[src/rtl/lb_pkg.sv]
package lb_pkg;
  typedef enum logic [1:0] {
    ST_RUN  = 2'd0,
    ST_CAP  = 2'd1,
    ST_GATE = 2'd2
  } lb_state_e;
endpackage

[src/rtl/lb_loop_ctrl.sv]
module lb_loop_ctrl
  import lb_pkg::*;
#(
  parameter int DEPTH = 16,
  parameter int CNT_W = 16,
  localparam int LEN_W = $clog2(DEPTH + 1),
  localparam int OFF_W = CNT_W + LEN_W
) (
  input  logic             clk,
  input  logic             rst,
  input  logic             loop_start,
  input  logic [LEN_W-1:0] loop_len,
  input  logic [CNT_W-1:0] loop_count,
  output logic             fetch_en,
  output logic             accept,
  output logic             cap_tag,
  output logic             last_tag,
  output logic [LEN_W-1:0] len_q,
  output logic [CNT_W-1:0] cnt_q
);
  lb_state_e        state;
  logic [LEN_W-1:0] cap_left;
  logic [OFF_W-1:0] off_left;
  logic [OFF_W-1:0] gate_len;
  logic             eligible;

  // a loop qualifies when its body fits the store and it repeats
  assign eligible = (loop_len != '0) && (loop_len <= LEN_W'(DEPTH)) &&
                    (loop_count > CNT_W'(1));
  assign accept   = (state == ST_RUN) && loop_start && eligible;
  assign cap_tag  = accept || (state == ST_CAP);
  assign last_tag = (accept && (loop_len == LEN_W'(1))) ||
                    ((state == ST_CAP) && (cap_left == LEN_W'(1)));
  assign gate_len = OFF_W'(loop_count - 1'b1) * OFF_W'(loop_len);

  always_ff @(posedge clk) begin
    if (rst) begin
      state    <= ST_RUN;
      fetch_en <= 1'b1;
      cap_left <= '0;
      off_left <= '0;
      len_q    <= '0;
      cnt_q    <= '0;
    end else begin
      case (state)
        ST_RUN: begin
          if (accept) begin
            len_q    <= loop_len;
            cnt_q    <= loop_count;
            off_left <= gate_len;
            if (loop_len == LEN_W'(1)) begin
              fetch_en <= 1'b0;
              state    <= ST_GATE;
            end else begin
              cap_left <= loop_len - 1'b1;
              state    <= ST_CAP;
            end
          end
        end
        ST_CAP: begin
          if (cap_left == LEN_W'(1)) begin
            fetch_en <= 1'b0;
            state    <= ST_GATE;
          end else begin
            cap_left <= cap_left - 1'b1;
          end
        end
        ST_GATE: begin
          if (off_left == OFF_W'(1)) begin
            fetch_en <= 1'b1;
            state    <= ST_RUN;
          end else begin
            off_left <= off_left - 1'b1;
          end
        end
        default: state <= ST_RUN;
      endcase
    end
  end
endmodule

[src/rtl/lb_fetch_stage.sv]
module lb_fetch_stage #(
  parameter int IW = 16
) (
  input  logic          clk,
  input  logic          rst,
  input  logic          fetch_en,
  input  logic [IW-1:0] instr_in,
  input  logic          cap_tag,
  input  logic          last_tag,
  output logic [IW-1:0] word_q,
  output logic          valid_q,
  output logic          cap_q,
  output logic          last_q
);
  always_ff @(posedge clk) begin
    if (rst) begin
      valid_q <= 1'b0;
      cap_q   <= 1'b0;
      last_q  <= 1'b0;
      word_q  <= '0;
    end else begin
      valid_q <= fetch_en;
      if (fetch_en) begin
        word_q <= instr_in;
        cap_q  <= cap_tag;
        last_q <= last_tag;
      end else begin
        cap_q  <= 1'b0;
        last_q <= 1'b0;
      end
    end
  end
endmodule

[src/rtl/lb_decode_stage.sv]
module lb_decode_stage #(
  parameter int IW    = 16,
  parameter int OPC_W = 4,
  localparam int FLD_W = IW - OPC_W,
  localparam int UNITS = 2 ** OPC_W,
  localparam int CW    = FLD_W + UNITS
) (
  input  logic          clk,
  input  logic          rst,
  input  logic          in_v,
  input  logic [IW-1:0] word,
  output logic [CW-1:0] dec_w,
  output logic [CW-1:0] dec_q,
  output logic          dec_v
);
  logic [OPC_W-1:0] opc;
  logic [UNITS-1:0] unit_sel;

  assign opc = word[IW-1 -: OPC_W];

  for (genvar u = 0; u < UNITS; u++) begin : g_unit
    assign unit_sel[u] = (opc == OPC_W'(u));
  end

  assign dec_w = {word[FLD_W-1:0], unit_sel};

  always_ff @(posedge clk) begin
    if (rst) begin
      dec_v <= 1'b0;
      dec_q <= '0;
    end else begin
      dec_v <= in_v;
      if (in_v) dec_q <= dec_w;
    end
  end
endmodule

[src/rtl/lb_replay_buf.sv]
module lb_replay_buf #(
  parameter int DEPTH = 16,
  parameter int CW    = 28,
  parameter int CNT_W = 16,
  localparam int LEN_W = $clog2(DEPTH + 1),
  localparam int AW    = $clog2(DEPTH)
) (
  input  logic             clk,
  input  logic             rst,
  input  logic             clear,
  input  logic             we,
  input  logic             we_last,
  input  logic [CW-1:0]    wdata,
  input  logic [LEN_W-1:0] len_q,
  input  logic [CNT_W-1:0] cnt_q,
  output logic [CW-1:0]    rd_q,
  output logic             rd_v,
  output logic             rd_act,
  output logic             buf_valid,
  output logic [AW-1:0]    wptr,
  output logic [AW-1:0]    rptr
);
  logic [CW-1:0]    mem [DEPTH];
  logic [CNT_W-1:0] riter;

  // storage: one write port, one registered read port, no reset
  always_ff @(posedge clk) begin
    if (we) mem[wptr] <= wdata;
    if (rd_act) rd_q <= mem[rptr];
  end

  always_ff @(posedge clk) begin
    if (rst) begin
      wptr      <= '0;
      rptr      <= '0;
      riter     <= '0;
      rd_act    <= 1'b0;
      rd_v      <= 1'b0;
      buf_valid <= 1'b0;
    end else begin
      rd_v <= rd_act;
      if (clear) begin
        wptr      <= '0;
        buf_valid <= 1'b0;
      end else if (we) begin
        wptr <= wptr + 1'b1;
      end
      if (we && we_last) begin
        buf_valid <= 1'b1;
        rd_act    <= 1'b1;
        rptr      <= '0;
        riter     <= cnt_q - 1'b1;
      end else if (rd_act) begin
        if (LEN_W'(rptr) == len_q - 1'b1) begin
          rptr <= '0;
          if (riter == CNT_W'(1)) rd_act <= 1'b0;
          else                    riter  <= riter - 1'b1;
        end else begin
          rptr <= rptr + 1'b1;
        end
      end
    end
  end
endmodule

[src/rtl/lb_out_sel.sv]
module lb_out_sel #(
  parameter int CW = 28
) (
  input  logic          clk,
  input  logic          rst,
  input  logic          rd_v,
  input  logic [CW-1:0] rd_q,
  input  logic          dec_v,
  input  logic [CW-1:0] dec_q,
  output logic [CW-1:0] ctrl_out,
  output logic          ctrl_valid,
  output logic          from_buffer
);
  always_ff @(posedge clk) begin
    if (rst) begin
      ctrl_out    <= '0;
      ctrl_valid  <= 1'b0;
      from_buffer <= 1'b0;
    end else begin
      ctrl_valid  <= rd_v | dec_v;
      from_buffer <= rd_v;
      if (rd_v)       ctrl_out <= rd_q;
      else if (dec_v) ctrl_out <= dec_q;
    end
  end
endmodule

[src/rtl/loop_replay_frontend.sv]
module loop_replay_frontend #(
  parameter int IW    = 16,
  parameter int OPC_W = 4,
  parameter int DEPTH = 16,
  parameter int CNT_W = 16,
  localparam int LEN_W = $clog2(DEPTH + 1),
  localparam int AW    = $clog2(DEPTH),
  localparam int CW    = (IW - OPC_W) + 2 ** OPC_W
) (
  input  logic             clk,
  input  logic             rst,
  input  logic             loop_start,
  input  logic [LEN_W-1:0] loop_len,
  input  logic [CNT_W-1:0] loop_count,
  input  logic [IW-1:0]    instr_in,
  output logic             fetch_en,
  output logic             decode_en,
  output logic [CW-1:0]    ctrl_out,
  output logic             ctrl_valid,
  output logic             from_buffer
);
  logic             accept, cap_tag, last_tag;
  logic [LEN_W-1:0] len_q;
  logic [CNT_W-1:0] cnt_q;
  logic [IW-1:0]    fq_word;
  logic             fq_cap, fq_last;
  logic [CW-1:0]    dec_w, dec_q, rd_q;
  logic             dec_v, rd_v, rd_act, buf_valid, buf_we;
  logic [AW-1:0]    wptr, rptr;

  lb_loop_ctrl #(.DEPTH(DEPTH), .CNT_W(CNT_W)) i_ctrl (
    .clk(clk), .rst(rst), .loop_start(loop_start), .loop_len(loop_len),
    .loop_count(loop_count), .fetch_en(fetch_en), .accept(accept),
    .cap_tag(cap_tag), .last_tag(last_tag), .len_q(len_q), .cnt_q(cnt_q)
  );

  lb_fetch_stage #(.IW(IW)) i_fetch (
    .clk(clk), .rst(rst), .fetch_en(fetch_en), .instr_in(instr_in),
    .cap_tag(cap_tag), .last_tag(last_tag), .word_q(fq_word),
    .valid_q(decode_en), .cap_q(fq_cap), .last_q(fq_last)
  );

  lb_decode_stage #(.IW(IW), .OPC_W(OPC_W)) i_dec (
    .clk(clk), .rst(rst), .in_v(decode_en), .word(fq_word),
    .dec_w(dec_w), .dec_q(dec_q), .dec_v(dec_v)
  );

  assign buf_we = decode_en & fq_cap;

  lb_replay_buf #(.DEPTH(DEPTH), .CW(CW), .CNT_W(CNT_W)) i_buf (
    .clk(clk), .rst(rst), .clear(accept), .we(buf_we), .we_last(fq_last),
    .wdata(dec_w), .len_q(len_q), .cnt_q(cnt_q), .rd_q(rd_q), .rd_v(rd_v),
    .rd_act(rd_act), .buf_valid(buf_valid), .wptr(wptr), .rptr(rptr)
  );

  lb_out_sel #(.CW(CW)) i_sel (
    .clk(clk), .rst(rst), .rd_v(rd_v), .rd_q(rd_q), .dec_v(dec_v),
    .dec_q(dec_q), .ctrl_out(ctrl_out), .ctrl_valid(ctrl_valid),
    .from_buffer(from_buffer)
  );
endmodule

[config.mk]
export PLATFORM = sky130hd
export DESIGN_NAME = loop_replay_frontend
export DESIGN_NICKNAME = d
export VERILOG_FILES = /design/src/rtl/lb_pkg.sv /design/src/rtl/lb_loop_ctrl.sv /design/src/rtl/lb_fetch_stage.sv /design/src/rtl/lb_decode_stage.sv /design/src/rtl/lb_replay_buf.sv /design/src/rtl/lb_out_sel.sv /design/src/rtl/loop_replay_frontend.sv
export SDC_FILE = /design/constraint.sdc
export NUM_CORES = 1
export LEC_CHECK = 0
export BUFFER_PORTS_ARGS = -buffer_cell sky130_fd_sc_hd__buf_2
export CORE_UTILIZATION = 57
export DETAILED_ROUTE_END_ITERATION = 8
export GPL_TIMING_DRIVEN = 0
export PLACE_DENSITY = 0.77
export SLEW_MARGIN = 5
export SYNTH_ARGS = -nofsm -noshare
export SYNTH_HDL_FRONTEND = slang
export SYNTH_SLANG_ARGS = --single-unit
[constraint.sdc]
create_clock -name clk -period 4.8 [get_ports clk]
set_input_delay 0.24 -clock clk [delete_from_list [all_inputs] [get_ports clk]]
set_output_delay 0.24 -clock clk [all_outputs]
set_load 0.03 [all_outputs]
; Word-level counts from Yosys, hierarchy flattened
; Memories as Yosys holds them, arrays and structs flattened. A register that Yosys moved wholly into a read port is not among the register bits.
; Index checks and enable logic that the tools add are counted.
[totals]
output_inout_bits = 32
register_bits = 154
memories = 1
elab_cells = 123
mem_bits_rw = 448
[memory_table]
columns = name, words, word_bits, read_ports, rd_ports_with_merged_regs, wr, line_no
row1 = i_buf.mem, 16, 28, 1, 1, 1, lb_replay_buf.sv:23  ; logic [CW-1:0] mem [DEPTH];
[op_classes]
n_addsub = 9
n_mux = 30
eq_ne = 30
multipliers = 1
n_reduce_logical = 27
n_lt_le_gt_ge = 2
n_bitwise = 3
[ops]
columns = operator, n
row1 = 2-to-1 mux 16 bit, 4
row2 = 2-to-1 mux 28 bit, 2
row3 = 2-to-1 mux 21 bit, 2
row4 = one-hot mux 21 bit (2 select lines), 1
row5 = "equality test 4 bit, second input constant", 8
row6 = "subtractor 16 x 1 -> 16 bit, second input constant", 2
row7 = "equality test 21 x 1 -> 1 bit, second input constant", 1
row8 = multiplier 21 x 5 -> 21 bit, 1
row9 = "subtractor 21 x 1 -> 21 bit, second input constant", 1
row10 = "subtractor 16 x 1 -> 17 bit, second input constant", 1
row11 = "equality test 16 x 1 -> 1 bit, second input constant", 1
row12 = "equality test 4 x 3 -> 1 bit, second input constant", 4
row13 = "> comparator 16 x 1 -> 1 bit, second input constant", 1
row14 = 2-to-1 mux 5 bit, 3
row15 = "subtractor 5 x 1 -> 5 bit, second input constant", 3
row16 = "equality test 5 x 1 -> 1 bit, second input constant", 2
row17 = 2-to-1 mux 1 bit, 10
row18 = "!= test 2 bit, second input constant", 5
row19 = one-hot mux 5 bit (2 select lines), 1
row20 = nonzero test 2 bit, 5
row21 = AND reduction 3 bit, 3
row22 = "adder 4 x 1 -> 4 bit, second input constant", 2
row23 = "equality test 4 x 2 -> 1 bit, second input constant", 2
row24 = 2-to-1 mux 2 bit, 4
row25 = other kinds (22), 33

; Longest topological paths before layout
; Gate-level depths: netlist of the first run.
[depth]
word_depth = 6
depth_mapped = 20

; Cells and area by module
; A second synthesis of the first run with hierarchy kept.
[hier_totals]
hier_cells = 1997
area_unflattened_um2 = 29035.3
[by_module_without_submodules]
columns = module, cells_per_inst, seq_area_each_um2, area_each_um2, instances
row1 = lb_replay_buf, 922, 14834.2, 19690.1, 1
row2 = lb_loop_ctrl, 748, 1001.0, 5809.3, 1
row3 = lb_decode_stage, 138, 580.6, 1510.2, 1
row4 = lb_out_sel, 130, 600.6, 1356.3, 1
row5 = lb_fetch_stage, 58, 380.4, 663.1, 1
row6 = loop_replay_frontend, 1, 0.0, 6.3, 1

; Worst setup path before layout of the first run
; OpenSTA, ideal clock, no wires.
[synth_path]
path_type = in2reg
startpoint = input port loop_count[2]
endpoint = register i_ctrl.off_left[18]
path_slack_ps = -25
n_path_buf = 0
path_stages = 18
arrival_time_ps = 4748
setup_ps = 78
path_cell_list = or4_4 -> or3_1 -> nor4_1 -> xnor2_1 -> nor2b_1 -> fa_1 -> fa_1 -> inv_1 -> fa_1 -> inv_1 -> ha_1 -> nand3_1 -> nor2_1 -> a31oi_1 -> a31oi_1 -> xnor2_1 -> o221a_2 -> nor3_1
[synth_via]
elab_chain_len = 5
[synth_lines]
columns = element, line_no
row1 = "start, declared", loop_replay_frontend.sv:14  ; input logic [CNT_W-1:0] loop_count,
row2 = branches (longest 5 deep; another with multiplier 21 x 5 -> 21 bit), --
row3 = "end signal, assigned", lb_loop_ctrl.sv:50  ; off_left <= gate_len;
row4 = "end signal, assigned", lb_loop_ctrl.sv:73  ; off_left <= off_left - 1'b1;
row5 = "end, declared", lb_loop_ctrl.sv:23  ; logic [OFF_W-1:0] off_left;
; Several ways; the timed one is not identified. The select of a mux whose other input is x is not followed.
; A chain may end at the register's enable or synchronous reset.

; Worst setup path after layout of the first run
[layout_path]
startpoint = input port loop_count[10]
endpoint = register i_ctrl.off_left[18]
; The elaborated chain is that of the path after synthesis.

==> impl_metrics.prom, run 1 <==
# TYPE chip_impl_metric gauge
chip_impl_info{name="outcome",value="complete, no violations"} 1
chip_impl_info{name="grt_max_usage_layer",value="met2"} 1
chip_impl_metric{name="initial_utilization",unit="%"} 57.7
chip_impl_metric{name="finalWirelength",unit="microns"} 74200
chip_impl_metric{name="setup_violations",unit=""} 0
chip_impl_info{name="kind_of_start_point_of_the_critical_path",value="primary input"} 1
chip_impl_metric{name="wl_per_cell",unit="microns"} 26.0
chip_impl_metric{name="grt_use_met2",unit="%"} 51.8
chip_impl_metric{name="synth_seq_area_share",unit="%"} 61.7
chip_impl_metric{name="finalHoldViolations",unit=""} 0
chip_impl_info{name="worstReg2RegEnd",value="i_buf.rd_q[21]$_DFFE_PP_"} 1
chip_impl_metric{name="min_path_cells",unit=""} 3
chip_impl_metric{name="die-height",unit="microns"} 224
chip_impl_metric{name="post_route_antenna_net_violation_count",unit=""} 0
chip_impl_metric{name="clkTransAtPathRegs",unit="ps"} 60
chip_impl_metric{name="synth_fp_nets",unit=""} 2080
chip_impl_info{name="timing.critical_path.slowest_stage_cell",value="or4_1"} 1
chip_impl_metric{name="r2r.worst_path.cells",unit=""} 5
chip_impl_metric{name="max_slew_margin",unit="%"} 16.1
chip_impl_metric{name="syn-mean-instance-area",unit="sq um"} 14.5
chip_impl_metric{name="multi_input_area",unit="sq mm"} 0.0105
chip_impl_metric{name="core_region_area",unit="sq mm"} 0.0488
chip_impl_metric{name="worst-slew-pin-transition",unit="ps"} 1260
chip_impl_metric{name="area.growth.synth_to_final",unit="%"} 15.8
chip_impl_metric{name="worst_ep_arrival_time",unit="ps"} 5180
chip_impl_info{name="cp-end-kind",value="flip-flop"} 1
chip_impl_metric{name="max_freq",unit="MHz"} 215
chip_impl_metric{name="worst_hold_margin",unit="ps"} 30.5
chip_impl_metric{name="post-route-drc-count",unit=""} 0
chip_impl_metric{name="syn-cell-area",unit="sq mm"} 0.0282
chip_impl_metric{name="clock-skew-final",unit="ps"} 59.4
chip_impl_metric{name="cellPowerDensity",unit="mW/mm^2"} 421
chip_impl_info{name="startpoint_of_the_most_critical_register_to_register_path",value="i_buf.rptr[0]$_SDFFE_PP0P_"} 1
chip_impl_info{name="buffer_type_at_the_clock_tree_root",value="clkbuf_16"} 1
chip_impl_metric{name="report.final.slew_viol_count",unit=""} 0
chip_impl_metric{name="ff2ff_setup_slack",unit="ps"} 950
chip_impl_metric{name="cts_inserted_buffers",unit=""} 60
chip_impl_metric{name="cts_buffer_depth",unit=""} 3
chip_impl_metric{name="critical_path_peak_fanout",unit=""} 6
chip_impl_metric{name="grt_pass1_wl",unit="microns"} 112000
chip_impl_metric{name="met3_usage",unit="%"} 4.90
chip_impl_metric{name="pin_count_of_the_biggest_net_entering_global_routing",unit=""} 23
chip_impl_metric{name="vias",unit=""} 17900
chip_impl_metric{name="synth.yosys.warnings",unit=""} 0
chip_impl_metric{name="syn-instance-count",unit=""} 1946
chip_impl_info{name="min_delay_worst_endpoint",value="i_ctrl.off_left[20]$_SDFFE_PP0P_"} 1
chip_impl_info{name="timing.hold.worst.start",value="rst"} 1
chip_impl_metric{name="detailed_place_hpwl",unit="microns"} 46700
chip_impl_metric{name="finalCritPeriodShare",unit="%"} 97.0
chip_impl_metric{name="place_congestion",unit=""} 0.901
chip_impl_metric{name="dp_worst_setup_slack",unit="ps"} -856
chip_impl_metric{name="placement_rows",unit=""} 81
chip_impl_metric{name="fp.dieW",unit="microns"} 224
chip_impl_metric{name="cp_slowest_stage_delay",unit="ps"} 560
chip_impl_metric{name="finalNetCount",unit=""} 2272
chip_impl_metric{name="timing.critical_path.required",unit="ps"} 5320
chip_impl_metric{name="postLayoutCoreUtil",unit="%"} 66.8
chip_impl_metric{name="n_fill_cell",unit=""} 3310
chip_impl_metric{name="worst_skew_pair.late_latency",unit="ps"} 660
chip_impl_info{name="synthFlopType",value="edfxtp_1"} 1
chip_impl_metric{name="finalWorstSetupSlack",unit="ps"} 145
chip_impl_metric{name="dpl_cell_area",unit="sq mm"} 0.0299
chip_impl_info{name="holdCritPathClass",value="in -> reg"} 1
chip_impl_metric{name="dr.first_iter.drc_count",unit=""} 1889
chip_impl_metric{name="vdd.ir_drop.worst",unit="mV"} 0.390
chip_impl_metric{name="synthArstFlopShare",unit="%"} 0
chip_impl_metric{name="met1_usage_in_global_routing",unit="%"} 37.9
chip_impl_metric{name="floorplan.die_area",unit="sq mm"} 0.0503
chip_impl_metric{name="final_layout_size_suffix_gt1_share",unit="%"} 18.9
chip_impl_info{name="clock_tree_from_tritoncts",value="built"} 1
chip_impl_metric{name="grt_util_all_layers",unit="%"} 30.2
chip_impl_metric{name="p_leak",unit="nW"} 11.4
chip_impl_info{name="crit_type",value="in -> reg"} 1
chip_impl_metric{name="synth.lib_cells_used.distinct",unit=""} 73
chip_impl_metric{name="io-pin-count",unit=""} 72
chip_impl_metric{name="max_cap_viol",unit=""} 0
chip_impl_metric{name="number_of_global_route_vias_before_repair",unit=""} 18700
chip_impl_metric{name="route.detailed.vias_per_inst",unit=""} 6.27
chip_impl_metric{name="final_design_area_no_fill",unit="sq mm"} 0.0326
chip_impl_metric{name="io_buffer_count",unit=""} 70
chip_impl_metric{name="synth_enable_flop_cells",unit=""} 476
chip_impl_metric{name="cts-htree-levels",unit=""} 2
chip_impl_metric{name="insertedDiodeCount",unit=""} 0
chip_impl_metric{name="final-seq-area",unit="sq mm"} 0.0174
chip_impl_info{name="crit_chain",value="dlygate4sd3_1, buf_2, or4_1, or3_1, xor2_2, nor2b_1, fa_1, fa_1, inv_1, fa_1, inv_1, ha_4, inv_1, a21oi_1, nor2_1, a31oi_2, xnor2_1, o221a_2, nor3_1"} 1
chip_impl_metric{name="antenna_found_initial",unit=""} 0
chip_impl_metric{name="detailedRoute.firstPassIterationCount",unit=""} 5
chip_impl_metric{name="yosys_register_bits",unit=""} 630
chip_impl_metric{name="final_period_minus_worst_setup_slack",unit="ps"} 4660
chip_impl_metric{name="clock_sinks",unit=""} 630
chip_impl_metric{name="overflow",unit=""} 0
sequential cells by signal, summed over array words and instances, names as in the netlist:
register	count
i_dec.dec_v	1
i_buf.mem	448
i_buf.rd_v	1
i_fetch.valid_q	1
i_sel.from_buffer	1
i_fetch.cap_q	1
i_buf.rd_act	1
i_dec.dec_q	28
i_sel.ctrl_valid	1
i_buf.riter	16
i_fetch.word_q	16
i_ctrl.state	2
i_ctrl.len_q	5
i_ctrl.cnt_q	16
i_buf.wptr	4
i_buf.rptr	4
i_ctrl.off_left	21
i_buf.rd_q	28
i_ctrl.cap_left	5
i_sel.ctrl_out	28
i_fetch.last_q	1
i_ctrl.fetch_en	1
report_power, final:
part           leakage [nW]  internal, mW  switching [mW]
clock network          1.02          2.88            2.11
logic                  4.89         0.959            1.50
registers              5.54          6.08           0.226
total                  11.4          9.91            3.83
cell type report:
type	instances	area share [%]
multi-input combinational	1121	32.1
buffer	100	1.18
tap	664	2.55
clock inverter	30	1.25
timing repair buffer	130	3.46
clock buffer	84	5.13
sequential	630	53.3
inverter	95	1.09
cell families (layout without fill, tap and decap cells):
kind of cell    Yosys count  in the layout  share of synthesized area (%)
flops                   630            630                           61.7
simple gates            518            518                           8.86
mux                     235            235                           14.6
compound gates          210            210                           4.72
buf+inv                 195            439                           2.63
fa+ha+maj                94             94                           5.51
xor+xnor                 64             64                           2.04
layer usage:
layer,vias to the layer above,routed length (microns)
met5,-,0
met4,0,3400
met3,246,6840
met2,1030,37200
met1,8978,26800
li1,7642,-
cells in the final DEF, fill, tap and decap left out, types with 33 or more instances in the layout:
cell and count:
a21oi_1 78, buf_2 74, clkbuf_1 91, clkbuf_16 61
dfxtp_1 153, edfxtp_1 476, fa_1 50, ha_1 39
inv_1 94, mux2i_1 95, mux4_2 140, nand2_1 67
nor2_1 229, nor2b_1 41, o21ai_0 33
timing repair:
action	4_1_cts	5_1_grt
endpoints found under the setup margin	8	10
hold buffers	30	0
gates resized for setup	7	39
pin swaps	1	13
endpoints found under the hold margin	30	0
setup buffers	1	3
worst max-delay path by stage:
stage	from	endpoint	slack [ps]
finish	loop_count[10]	i_ctrl.off_left[18]$_SDFFE_PP0P_	140
floorplan	loop_count[2]	i_ctrl.off_left[18]$_SDFFE_PP0P_	20
detailed placement	loop_count[0]	i_ctrl.off_left[18]$_SDFFE_PP0P_	-860
CTS	loop_count[2]	i_ctrl.off_left[13]$_SDFFE_PP0P_	10
global placement	i_fetch.valid_q$_SDFF_PP0_	i_buf.mem[3][6]$_DFFE_PP_	-1200
global route	loop_count[3]	i_ctrl.off_left[19]$_SDFFE_PP0P_	-30
Yosys cell counts, drive strengths merged (26+ instances only):
| cell | n | area (sq um) |
|---|---|---|
| ha | 44 | 551 |
| o21ai | 37 | 185 |
| a21oi | 82 | 410 |
| nor2b | 44 | 275 |
| nor3 | 33 | 165 |
| nand2 | 67 | 251 |
| nor2 | 242 | 908 |
| xor2 | 27 | 236 |
| buf | 26 | 106 |
| fa | 50 | 1000 |
| edfxtp | 476 | 14300 |
| nand2b | 30 | 188 |
| dfxtp | 154 | 3080 |
| clkbuf | 74 | 278 |
| mux4 | 140 | 3150 |
| xnor2 | 36 | 315 |
| mux2i | 95 | 951 |
| inv | 95 | 357 |
worst max-delay path, delay by kind of cell:
kind | cells | cell delay (ps)
adders and majority gates | 4 | 1750
and+or+nand+nor | 5 | 1300
buffers and inverters | 5 | 880
AOI/OAI and AO/OA | 3 | 580
xor gates and xnor gates | 2 | 410
metrics by stage:
stage | setup TNS [ps] | power [mW] | instances
after CTS | 0 | 13.6 | 2851
final | 0 | 13.7 | 2854
after global placement | -135990 | 8.61 | 2680
after floorplan | 0 | 8.04 | 1946
after global routing | -86.8 | 14.3 | 2854
after detailed placement | -8130 | 8.68 | 2706
(Power assumes the default switching activity.)
==> run 2: changes to the inputs <==
--- a/config.mk
+++ b/config.mk
@@ -12,2 +12,3 @@
 export PLACE_DENSITY = 0.77
+export SKIP_LAST_GASP = 1
 export SLEW_MARGIN = 5
==> constraint.sdc (replaced) <==
create_clock -name clk -period 4.8 [get_ports clk]
set_input_delay 0.96 -clock clk [delete_from_list [all_inputs] [get_ports clk]]
set_output_delay 0.96 -clock clk [all_outputs]
set_load 0.03 [all_outputs]
==> impl_metrics.prom, run 2 (synthesized netlist as in run 1, its figures left out) <==
# TYPE chip_impl_metric gauge
chip_impl_info{name="outcome",value="finished, violations left"} 1
chip_impl_info{name="crit_type",value="in -> reg"} 1
chip_impl_metric{name="finalNetCount",unit=""} 2271
chip_impl_info{name="top_register",value="i_buf.mem"} 1
chip_impl_metric{name="largest_register_ff_count",unit=""} 448
chip_impl_metric{name="number_of_global_route_vias_before_repair",unit=""} 18100
chip_impl_metric{name="finalNonFillerCells",unit=""} 2855
chip_impl_metric{name="vias",unit=""} 17900
chip_impl_metric{name="setup_tns",unit="ps"} -1810
chip_impl_metric{name="antenna_found_initial",unit=""} 0
chip_impl_metric{name="grt_util_all_layers",unit="%"} 29.8
chip_impl_metric{name="detailedRoute.firstPassIterationCount",unit=""} 5
chip_impl_metric{name="vdd.ir_drop.worst",unit="mV"} 0.465
chip_impl_metric{name="post-route-drc-count",unit=""} 0
chip_impl_metric{name="cellPowerDensity",unit="mW/mm^2"} 429
chip_impl_metric{name="clock_sinks",unit=""} 630
chip_impl_metric{name="detailed_place_hpwl",unit="microns"} 46200
chip_impl_info{name="cp-end-kind",value="flip-flop"} 1
chip_impl_metric{name="final_layout_size_suffix_gt1_share",unit="%"} 24.1
chip_impl_metric{name="report.final.slew_viol_count",unit=""} 0
chip_impl_metric{name="route.detailed.vias_per_inst",unit=""} 6.26
chip_impl_metric{name="max_freq",unit="MHz"} 197
chip_impl_metric{name="finalHoldViolations",unit=""} 0
chip_impl_metric{name="wl_per_cell",unit="microns"} 25.8
chip_impl_metric{name="grt_pass1_wl",unit="microns"} 110000
chip_impl_metric{name="placement_rows",unit=""} 81
chip_impl_metric{name="clock-skew-final",unit="ps"} 28.5
chip_impl_metric{name="post_route_antenna_net_violation_count",unit=""} 0
chip_impl_metric{name="dpl_cell_area",unit="sq mm"} 0.0301
chip_impl_metric{name="critical_path_peak_fanout",unit=""} 5
chip_impl_metric{name="io_buffer_count",unit=""} 70
chip_impl_metric{name="clkTransAtPathRegs",unit="ps"} 60
chip_impl_metric{name="postLayoutCoreUtil",unit="%"} 67.8
chip_impl_info{name="timing.critical_path.slowest_stage_cell",value="or4_4"} 1
chip_impl_metric{name="worst_ep_arrival_time",unit="ps"} 5550
chip_impl_metric{name="core_region_area",unit="sq mm"} 0.0488
chip_impl_metric{name="overflow",unit=""} 0
chip_impl_info{name="final_cell_mix",value="476 x edfxtp_1, 222 x nor2_1, 153 x dfxtp_1"} 1
chip_impl_metric{name="cts_inserted_buffers",unit=""} 61
chip_impl_info{name="violations",value="setup timing"} 1
chip_impl_info{name="holdCritPathClass",value="reg -> reg"} 1
chip_impl_metric{name="cts-htree-levels",unit=""} 2
chip_impl_metric{name="finalCritPeriodShare",unit="%"} 106
chip_impl_metric{name="final_design_area_no_fill",unit="sq mm"} 0.0331
chip_impl_metric{name="floorplan.die_area",unit="sq mm"} 0.0503
chip_impl_metric{name="setup_violations",unit=""} 10
chip_impl_metric{name="cp_slowest_stage_delay",unit="ps"} 590
chip_impl_info{name="buffer_type_at_the_clock_tree_root",value="clkbuf_16"} 1
chip_impl_metric{name="worst_hold_margin",unit="ps"} 484
chip_impl_metric{name="fp.dieW",unit="microns"} 224
chip_impl_metric{name="die-height",unit="microns"} 224
chip_impl_metric{name="r2r.worst_path.cells",unit=""} 5
chip_impl_info{name="crit_chain",value="buf_12, or4_4, nor4_4, xnor2_2, buf_4, buf_4, nor2b_1, fa_2, fa_1, inv_1, fa_1, inv_2, ha_4, a21oi_4, nor2_2, a31oi_4, nand2_2, a21oi_2, mux2i_1, a311oi_1"} 1
chip_impl_metric{name="p_leak",unit="nW"} 11.6
chip_impl_metric{name="area.growth.synth_to_final",unit="%"} 17.6
chip_impl_metric{name="timing.critical_path.required",unit="ps"} 5260
chip_impl_metric{name="worst-slew-pin-transition",unit="ps"} 1190
chip_impl_metric{name="io-pin-count",unit=""} 72
chip_impl_metric{name="max_cap_viol",unit=""} 0
chip_impl_metric{name="finalWorstSetupSlack",unit="ps"} -288
chip_impl_metric{name="initial_utilization",unit="%"} 57.7
chip_impl_metric{name="post-place-cells",unit=""} 2706
chip_impl_metric{name="dp_worst_setup_slack",unit="ps"} -1260
chip_impl_info{name="layout.cells.most_common",value="edfxtp_1"} 1
chip_impl_metric{name="worst_skew_pair.late_latency",unit="ps"} 640
chip_impl_metric{name="place_congestion",unit=""} 0.899
chip_impl_metric{name="cts_buffer_depth",unit=""} 3
chip_impl_info{name="kind_of_start_point_of_the_critical_path",value="primary input"} 1
chip_impl_info{name="grt_setup_unrepaired",value="true"} 1
chip_impl_metric{name="dr.first_iter.drc_count",unit=""} 1633
chip_impl_metric{name="pin_count_of_the_biggest_net_entering_global_routing",unit=""} 22
chip_impl_metric{name="total_power",unit="mW"} 14.2
chip_impl_metric{name="max_slew_margin",unit="%"} 20.4
chip_impl_metric{name="final_period_minus_worst_setup_slack",unit="ps"} 5090
chip_impl_metric{name="finalWirelength",unit="microns"} 73500
chip_impl_metric{name="n_fill_cell",unit=""} 3241
chip_impl_info{name="clock_tree_from_tritoncts",value="built"} 1
chip_impl_metric{name="min_path_cells",unit=""} 2
[run 2: changes by cell type in the layout (fill, tap and decap cells not counted), moves of 9 or more]
cell | before | now
inv_1 | 94 | 84
ha_4 | 4 | 13
dlygate4sd3_1 | 30 | 0
buf_4 | 14 | 44
nor2b_1 | 41 | 31
clkbuf_1 | 91 | 81
[run 2: where the power goes]
part	total (mW)	switching, mW	leakage, nW	internal [mW]
clock	5.06	2.13	1.05	2.93
combinational	2.85	1.67	4.98	1.18
sequential	6.30	0.224	5.54	6.08
total	14.2	4.02	11.6	10.2
[run 2: final cells by class]
type	count	area [sq um]	area share (%)
clock buffer	79	1720	5.19
buffer	98	382	1.15
inverter	95	364	1.10
sequential	630	17400	52.4
tap	664	831	2.51
clock inverter	37	437	1.32
antenna	1	2.50	0.00755
multi-input combinational	1121	11000	33.1
timing repair buffer	130	1050	3.16
[run 2: final timing paths]
check                                                 from                          endpoint  slack, ps
worst max-delay path                         loop_count[4]  i_ctrl.off_left[16]$_SDFFE_PP0P_       -290
worst min-delay path               i_buf.rd_q[9]$_DFFE_PP_    i_sel.ctrl_out[9]$_SDFFE_PP0P_        480
worst min register to register     i_buf.rd_q[9]$_DFFE_PP_    i_sel.ctrl_out[9]$_SDFFE_PP0P_        480
worst max register to register  i_buf.rptr[0]$_SDFFE_PP0P_          i_buf.rd_q[26]$_DFFE_PP_       1070
[run 2: worst max-delay path: cells and delay by family]
family / cells / cell delay, ps
AOI/OAI and AO/OA: 4 / 650
adders and majority gates: 4 / 1770
xor gates and xnor gates: 1 / 160
and+or+nand+nor: 5 / 1250
muxes: 1 / 260
buffers and inverters: 5 / 500
[run 2: routing by layer]
metal / global-route usage (%) / wire [microns]
met2: 50.6 / 36600
met1: 38.2 / 27600
met5: 0 / 0
met3: 5.02 / 6280
met4: 12.9 / 3010
[run 2: timing repair]
action / 4_1_cts / 5_1_grt
setup endpoints to repair: 12 / 13
hold buffers: 0 / 0
resized for setup: 81 / 36
setup buffers: 27 / 7
pin swaps: 50 / 33
